[config.mk]
export PLATFORM = sky130hd
export DESIGN_NAME = rtc_irq_status
export DESIGN_NICKNAME = d
export VERILOG_FILES = /design/src/rtl/rtc_irq_pkg.sv /design/src/rtl/rtc_tap_edge.sv /design/src/rtl/rtc_flag_cell.sv /design/src/rtl/rtc_irq_status.sv
export SDC_FILE = /design/constraint.sdc
export NUM_CORES = 1
export LEC_CHECK = 0
export ABC_AREA = 1
export CORE_MARGIN = 2
export CORE_UTILIZATION = 34
export CTS_CLUSTER_SIZE = 10
export DETAILED_ROUTE_END_ITERATION = 6
export GPL_TIMING_DRIVEN = 0
export PLACE_DENSITY = 0.84
export RECOVER_POWER = 50
export REMOVE_ABC_BUFFERS = 1
export SYNTH_ARGS = -nofsm -noshare
export SYNTH_HDL_FRONTEND = slang
export SYNTH_SLANG_ARGS = --single-unit
[constraint.sdc]
create_clock -name clk_i -period 1.7 [get_ports clk_i]
set_input_delay 0.34 -clock clk_i [delete_from_list [all_inputs] [get_ports clk_i]]
set_output_delay 0.34 -clock clk_i [all_outputs]
set_load 0.02 [all_outputs]
[src/rtl/rtc_irq_pkg.sv]
package rtc_irq_pkg;
  localparam int BYTE_W     = 8;
  localparam int NSRC       = 3;
  localparam int FLAG_LSB   = 4;
  localparam int MASTER_BIT = 7;
  localparam int VALID_BIT  = 7;

  // Flag vector index order matches status bits FLAG_LSB upward.
  localparam int IDX_UPD = 0;
  localparam int IDX_ALM = 1;
  localparam int IDX_PER = 2;

  typedef enum logic {SEL_STATUS = 1'b0, SEL_VALID = 1'b1} rd_sel_e;

  function automatic logic master_of(input logic [NSRC-1:0] flags,
                                     input logic [NSRC-1:0] en);
    return |(flags & en);
  endfunction

  function automatic logic [BYTE_W-1:0] pack_status(input logic master,
                                                    input logic [NSRC-1:0] flags);
    logic [BYTE_W-1:0] b;
    b = '0;
    b[MASTER_BIT] = master;
    b[FLAG_LSB +: NSRC] = flags;
    return b;
  endfunction

  function automatic logic [BYTE_W-1:0] pack_valid(input logic ok);
    logic [BYTE_W-1:0] b;
    b = '0;
    b[VALID_BIT] = ok;
    return b;
  endfunction
endpackage

[src/rtl/rtc_tap_edge.sv]
module rtc_tap_edge (
  input  logic clk_i,
  input  logic rst_i,
  input  logic tap_i,
  output logic rise_o
);
  logic tap_q;

  always_ff @(posedge clk_i) begin
    tap_q <= tap_i;
  end

  assign rise_o = tap_i & ~tap_q;

  // A rising edge cannot be reported on two cycles in a row.
  AST_RISE_SINGLE: assert property (@(posedge clk_i) disable iff (rst_i)
    rise_o |=> !rise_o);
endmodule

[src/rtl/rtc_flag_cell.sv]
module rtc_flag_cell (
  input  logic clk_i,
  input  logic rst_i,
  input  logic set_i,
  input  logic clr_i,
  output logic flag_o
);
  logic flag_q;

  // A set wins over a clear in the same cycle.
  always_ff @(posedge clk_i) begin
    if (rst_i)      flag_q <= 1'b0;
    else if (set_i) flag_q <= 1'b1;
    else if (clr_i) flag_q <= 1'b0;
  end

  assign flag_o = flag_q;

  AST_SET_STICKS: assert property (@(posedge clk_i) disable iff (rst_i)
    set_i |=> flag_o);
  AST_CLEAR_TAKES: assert property (@(posedge clk_i) disable iff (rst_i)
    (clr_i && !set_i) |=> !flag_o);
  AST_FLAG_HOLDS: assert property (@(posedge clk_i) disable iff (rst_i)
    (!clr_i && !set_i) |=> $stable(flag_o));
endmodule

[src/rtl/rtc_irq_status.sv]
module rtc_irq_status
  import rtc_irq_pkg::*;
(
  input  logic              clk_i,
  input  logic              rst_i,
  input  logic              tap_i,
  input  logic              alarm_hit_i,
  input  logic              update_done_i,
  input  logic              en_periodic_i,
  input  logic              en_alarm_i,
  input  logic              en_update_i,
  input  logic              rd_stb_i,
  input  logic              rd_sel_i,
  input  logic              batt_ok_i,
  output logic [BYTE_W-1:0] status_o,
  output logic [BYTE_W-1:0] valid_o,
  output logic [BYTE_W-1:0] rd_data_o,
  output logic              irq_n_o
);
  logic              tap_rise;
  logic [NSRC-1:0]   set_vec;
  logic [NSRC-1:0]   en_vec;
  logic [NSRC-1:0]   flags;
  logic              master;
  logic              rd_status;
  logic              rd_valid;
  logic [BYTE_W-1:0] rd_q;

  rtc_tap_edge u_edge (
    .clk_i  (clk_i),
    .rst_i  (rst_i),
    .tap_i  (tap_i),
    .rise_o (tap_rise)
  );

  assign set_vec[IDX_UPD] = update_done_i;
  assign set_vec[IDX_ALM] = alarm_hit_i;
  assign set_vec[IDX_PER] = tap_rise;
  assign en_vec[IDX_UPD]  = en_update_i;
  assign en_vec[IDX_ALM]  = en_alarm_i;
  assign en_vec[IDX_PER]  = en_periodic_i;

  assign rd_status = rd_stb_i && (rd_sel_e'(rd_sel_i) == SEL_STATUS);
  assign rd_valid  = rd_stb_i && (rd_sel_e'(rd_sel_i) == SEL_VALID);

  for (genvar g = 0; g < NSRC; g++) begin : g_flag
    rtc_flag_cell u_cell (
      .clk_i  (clk_i),
      .rst_i  (rst_i),
      .set_i  (set_vec[g]),
      .clr_i  (rd_status),
      .flag_o (flags[g])
    );
  end

  assign master   = master_of(flags, en_vec);
  assign status_o = pack_status(master, flags);
  assign valid_o  = pack_valid(batt_ok_i);
  assign irq_n_o  = ~master;

  // Read data is captured from the pre-clear status at the read edge.
  always_ff @(posedge clk_i) begin
    if (rst_i)          rd_q <= '0;
    else if (rd_status) rd_q <= status_o;
    else if (rd_valid)  rd_q <= valid_o;
  end

  assign rd_data_o = rd_q;

  AST_READ_PRECLEAR: assert property (@(posedge clk_i) disable iff (rst_i)
    rd_status |=> rd_data_o == $past(status_o));
  AST_VALID_READ: assert property (@(posedge clk_i) disable iff (rst_i)
    rd_valid |=> rd_data_o == $past(valid_o));
  AST_VALID_KEEPS: assert property (@(posedge clk_i) disable iff (rst_i)
    (rd_valid && set_vec == '0) |=> flags == $past(flags));
  AST_PIN_QUIET: assert property (@(posedge clk_i) disable iff (rst_i)
    (en_vec == '0) |-> irq_n_o);
  AST_NIBBLE_ZERO: assert property (@(posedge clk_i) disable iff (rst_i)
    rd_data_o[FLAG_LSB-1:0] == '0);
endmodule

==> reports/results.tsv, run 1 <==
metric	value	unit
ys.flop_type	dfxtp_1	
drc	0	
clk_latency	0.26	ns
status	finished, final reports clean	
postCtsHoldBufs	0	
routedWlPerCell	8.87	um
seq_area_frac_synth	35.2	%
cts_resized	3	
r2r-start	g_flag[1].u_cell.flag_o	
vias	368	
p_leak	0.273	nW
cts.sinks	8	
drv_slew	0	
syn_inst	58	
io_pins	36	
rows	13	
hold_viol	0	
holdPathStages	2	
synth_edf_count	0	
rsz0062_at_grt	no	
portBuffers	20	
synth_top_area_share	35.2	%
yosysWarnings	0	
grt_max_degree	8	
areaGrowthSynthToFinish	30.2	%
grt_pass1_wl	1.12	mm
powerDensity	794	mW/mm^2
gr-total-overflow	0	
synth-seq-cells	8	
finalClockSkew	0.00673	ns
critical_path_class	in -> out	
max_freq	611	MHz
syn_area_per_cell	7.85	um^2
whs_endpoint	rd_data_o[4]	
antenna_found_initial	0	
first_pass_iters	4	
drive_gt1_share	6.67	%
drt_wl_total	798	um
start_util	35.9	%
period_needed	1.64	ns
gp_routability_congestion	0.692	
rrSetupSlack	0.93	ns
root_buffer	clkbuf_4	
ant_nets	0	
clk_pin_slew_worst_paths	0.05	ns
synth.distinct_cells	12	
coreArea	0.00127	mm^2
place_inst	87	
worstReg2RegEnd	rd_data_o[7]	
nets	88	
hold_path.class	reg -> reg	
synth_area_leaders	dfxtp_1 35%, buf_4 33%, a21oi_1 7.7%	
synthTopCellsByCount	20 x buf_4, 9 x nand2_1, 8 x dfxtp_1, 7 x a21oi_1, 4 x inv_1	
synth_area	455	um^2
place_hpwl	639	um
setup_viol	0	
grt_pass1_vias	295	
critPathMaxFanout	3	
htreeDepth	1	
r2r_cells	4	
start_kind	input port	
numCtsBuffers	3	
die-area	0.00165	mm^2
required	1.36	ns
final.fill_count	143	
fin_cells	90	
first_iter_violations	9	
yosys.area.top_type	dfxtp_1	
die_h	40.6	um
vdd_drop_max	0.332	mV
endpoint_kind	output pin	
viasPerCell	4.09	
cts_buffer_depth	2	
async_flop_share	0	%
postCtsSetupRepairBufs	0	
cap_viol_max_count	0	
seq_area	160	um^2
final_core_util	46.7	%
hp-start	rd_data_o[4]	
grt_use_total	11.2	%
period_share	96.2	%
cts_tree	built	
synth.most_common_cell	buf_4	
multiInputGateArea	180	um^2
arrival	1.30	ns
die_w	40.6	um
antenna_cells	0	
==> cell families (layout without fill, tap and decap cells) <==
kind of cell           Yosys count  after routing  share of synthesized area, %
flip-flops                       8              8                          35.2
other                            1             15                         0.823
buffers and inverters           24             27                          36.3
AND/OR/NAND/NOR                 16             16                          15.9
AO/OA/AOI/OAI                    9              9                          11.8
==> cell usage in the layout, fill, tap and decap left out, drive strengths merged <==
| cell | count |
|---|---|
| inv | 4 |
| a21oi | 7 |
| nor2 | 2 |
| a21boi | 1 |
| clkbuf | 3 |
| o21bai | 1 |
| nand3 | 4 |
| dlygate4sd3 | 2 |
| dfxtp | 8 |
| conb | 15 |
| clkdlybuf4s50 | 15 |
| dlygate4sd2 | 3 |
| nand2 | 10 |
==> layer usage <==
metal / track usage [%] / part of all wire, % / vias up
met5: 0 / 0 / -
met4: 7.50 / 0 / 0
met3: 5.00 / 11 / 0
met2: 19.8 / 51 / 21
met1: 9.93 / 38 / 162
li1: - / - / 185
==> power breakdown <==
group | total [mW] | internal, mW | switching [mW]
registers | 0.205 | 0.198 | 0.00735
clock network | 0.146 | 0.0808 | 0.0649
logic | 0.121 | 0.0483 | 0.0722
==> area by class of cell <==
class                   instances  area share, %
clock buffers                   3           3.80
well taps                      15           3.16
flip-flops and latches          8           27.0
repair buffers                 20           33.1
inverters                       4           2.53
multi-input cells              40           30.4
==> flip-flops by register name (all words and copies together), names as in the netlist <==
register              flops
g_flag.u_cell.flag_o      3
u_edge.tap_q              1
rd_data_o                 4
==> worst max-delay path by stage <==
stage / start / endpoint / slack (ns)
2_1_floorplan: g_flag[0].u_cell.flag_o / irq_n_o / 0.53
3_3_place_gp: en_alarm_i / irq_n_o / -0.19
3_5_place_dp: en_alarm_i / status_o[7] / -0.21
4_1_cts: en_alarm_i / irq_n_o / 0.05
5_1_grt: en_alarm_i / irq_n_o / 0.009
6_report: en_alarm_i / irq_n_o / 0.06
==> stage by stage <==
step	cell area (um^2)	setup TNS (ns)	total power [mW]	setup slack, ns	hold WS (ns)
2_1_floorplan	358	0	0.274	0.532	0.368
3_3_place_gp	577	-0.457	0.334	-0.190	0.460
3_5_place_dp	577	-0.522	0.336	-0.212	0.460
4_1_cts	596	0	0.481	0.0544	0.469
5_1_grt	593	0	0.503	0.00893	0.479
6_report	593	0	0.471	0.0646	0.465
==> worst max-delay path, stage by stage <==
cell             delay, ns
clkdlybuf4s50_1       0.46
nand2_1               0.06
nand3_2               0.09
inv_1                 0.04
dlygate4sd2_1         0.31
No activity file was read; power rests on OpenSTA's default activity.
==> run 2, diff against run 1 <==
GPL_ROUTABILITY_DRIVEN = 0   (was default)
==> results of run 2 <==
No change in the layout: final DEF, timing and power equal those of run 1.
==> run 3, diff against run 2 <==
CAP_MARGIN = 30   (was default)
PLACE_DENSITY = 0.82   (was 0.84)
==> run 3 against run 2 <==
Clock-buffer cell count did not move. Die area did not move. Clock power fell by 3%. Wire length fell by 3.6%. Sequential cell count did not move. Global-route usage fell by 0.46 points. Setup slack improved by 0.0049 ns. Clock skew fell by 0.0040 ns. Core utilization fell by 0.30 points. Worst hold slack got worse by 0.00099 ns.
==> reports/results.tsv, run 3 (synthesis results as in run 1) <==
metric	value	unit	change
die_h	40.6	um	unchanged
cts_tree	built		
period_needed	1.63	ns	-0.00486 ns
viasPerCell	3.99		-2.4%
hold_path.class	reg -> reg		
fin_hold_ws	0.464	ns	-0.000990 ns
drt_wl_total	769	um	-3.6%
htreeDepth	1		unchanged
p_leak	0.272	nW	-0.28%
routedWlPerCell	8.54	um	-3.6%
required	1.36	ns	about the same
place_hpwl	629	um	-1.6%
final_common_cell	conb_1		
dpl_cell_area	577	um^2	unchanged
clk_latency	0.25	ns	about the same
vdd_drop_max	0.418	mV	+26%
vias	359		-2.4%
fin_cells	90		unchanged
p_comb_share	25.5	%	about the same
root_buffer	clkbuf_4		
first_pass_iters	4		unchanged
arrival	1.29	ns	about the same
drive_gt1_share	5.33	%	-1.3 points
fin_area	589	um^2	-0.63%
numCtsBuffers	3		unchanged
gr-total-overflow	0		unchanged
period_share	95.9	%	-0.29 points
die-area	0.00165	mm^2	unchanged
endpoint_kind	output pin		
p_int	325	uW	-0.40%
drc	0		unchanged
first_iter_violations	4		-5
largest_register_ffs	4		unchanged
hold_viol	0		unchanged
rows	13		unchanged
io_pins	36		unchanged
cts.sinks	8		unchanged
critical_path_class	in -> out		
coreArea	0.00127	mm^2	unchanged
die_w	40.6	um	unchanged
antenna_cells	0		unchanged
setup_viol	0		unchanged
place_inst	87		unchanged
start_util	35.9	%	unchanged
grt_use_total	10.7	%	-0.46 points
fin_ws	0.0694	ns	+0.00486 ns
grt_max_degree	8		unchanged
final_cell_mix	15 x conb_1, 14 x clkdlybuf4s50_1, 10 x nand2_1		
grt_pass1_wl	1.10	mm	-2.4%
nets	88		unchanged
power.total	466	uW	-1.1%
critPathMaxFanout	3		unchanged
antenna_found_initial	0		unchanged
pwr-share-clk	30.5	%	-0.4 points
finalClockSkew	0.00275	ns	-0.00398 ns
p_seq_share	44.0	%	+0.5 points
cap_viol_max_count	0		unchanged
drv_slew	0		unchanged
clk_pin_slew_worst_paths	0.05	ns	about the same
cts_resized	3		unchanged
postCtsHoldBufs	0		unchanged
postCtsSetupRepairBufs	0		unchanged
start_kind	input port		
portBuffers	20		unchanged
max_freq	613	MHz	+0.30%
grt_pass1_vias	279		-5.4%
final_core_util	46.4	%	-0.30 points
switchingPower	141	uW	-2.7%
finalSetupTns	0	ns	unchanged
place_worst_setup_slack	-0.201	ns	+0.0110 ns
sw_frac_of_total	30.2	%	-0.50 points
status	finished, final reports clean		
powerDensity	791	mW/mm^2	-0.49%
rsz0062_at_grt	no		
areaGrowthSynthToFinish	29.4	%	
ant_nets	0		unchanged
cts_buffer_depth	2		unchanged
[run 3: changes by cell type in the layout (fill, tap and decap cells not counted), sizes merged]
cell	change
clkdlybuf4s50	-1
dlygate4sd3	+1
[run 3: final timing paths]
path	startpoint	slack, ns	depth (start not counted)	end
min reg2reg	rd_data_o[4]	0.46	2	rd_data_o[4]
max	en_alarm_i	0.07	5	irq_n_o
max reg2reg	g_flag[1].u_cell.flag_o	0.92	4	rd_data_o[7]
min	rd_data_o[4]	0.46	2	rd_data_o[4]
[run 3: area by class of cell]
cell class                 instances  area [um^2]
fill                             136          679
sequential                         8          160
multi-input combinational         40          176
clock buffer                       3         22.5
inverter                           4         15.0
tap                               15         18.8
timing repair buffer              20          196
[run 3: critical path, stage by stage]
cell	delay (ns)
clkdlybuf4s50_1	0.46
nand2_1	0.06
nand3_2	0.09
inv_1	0.04
dlygate4sd2_1	0.31
[run 3: per-layer routing]
layer	track usage, %	vias to the layer above	share of wire (%)
li1	-	182	-
met1	10.6	153	40
met2	17.5	24	46
met3	5.00	0	13
met4	7.50	0	0
met5	0	-	0
[run 3: power by group through the flow]
stage | logic [mW] | registers, mW | clock network, mW
after floorplan | 0.0557 | 0.218 | 0
after global placement | 0.125 | 0.209 | 0
after detailed placement | 0.127 | 0.209 | 0
after CTS | 0.122 | 0.205 | 0.150
after global routing | 0.130 | 0.206 | 0.159
final | 0.119 | 0.205 | 0.142
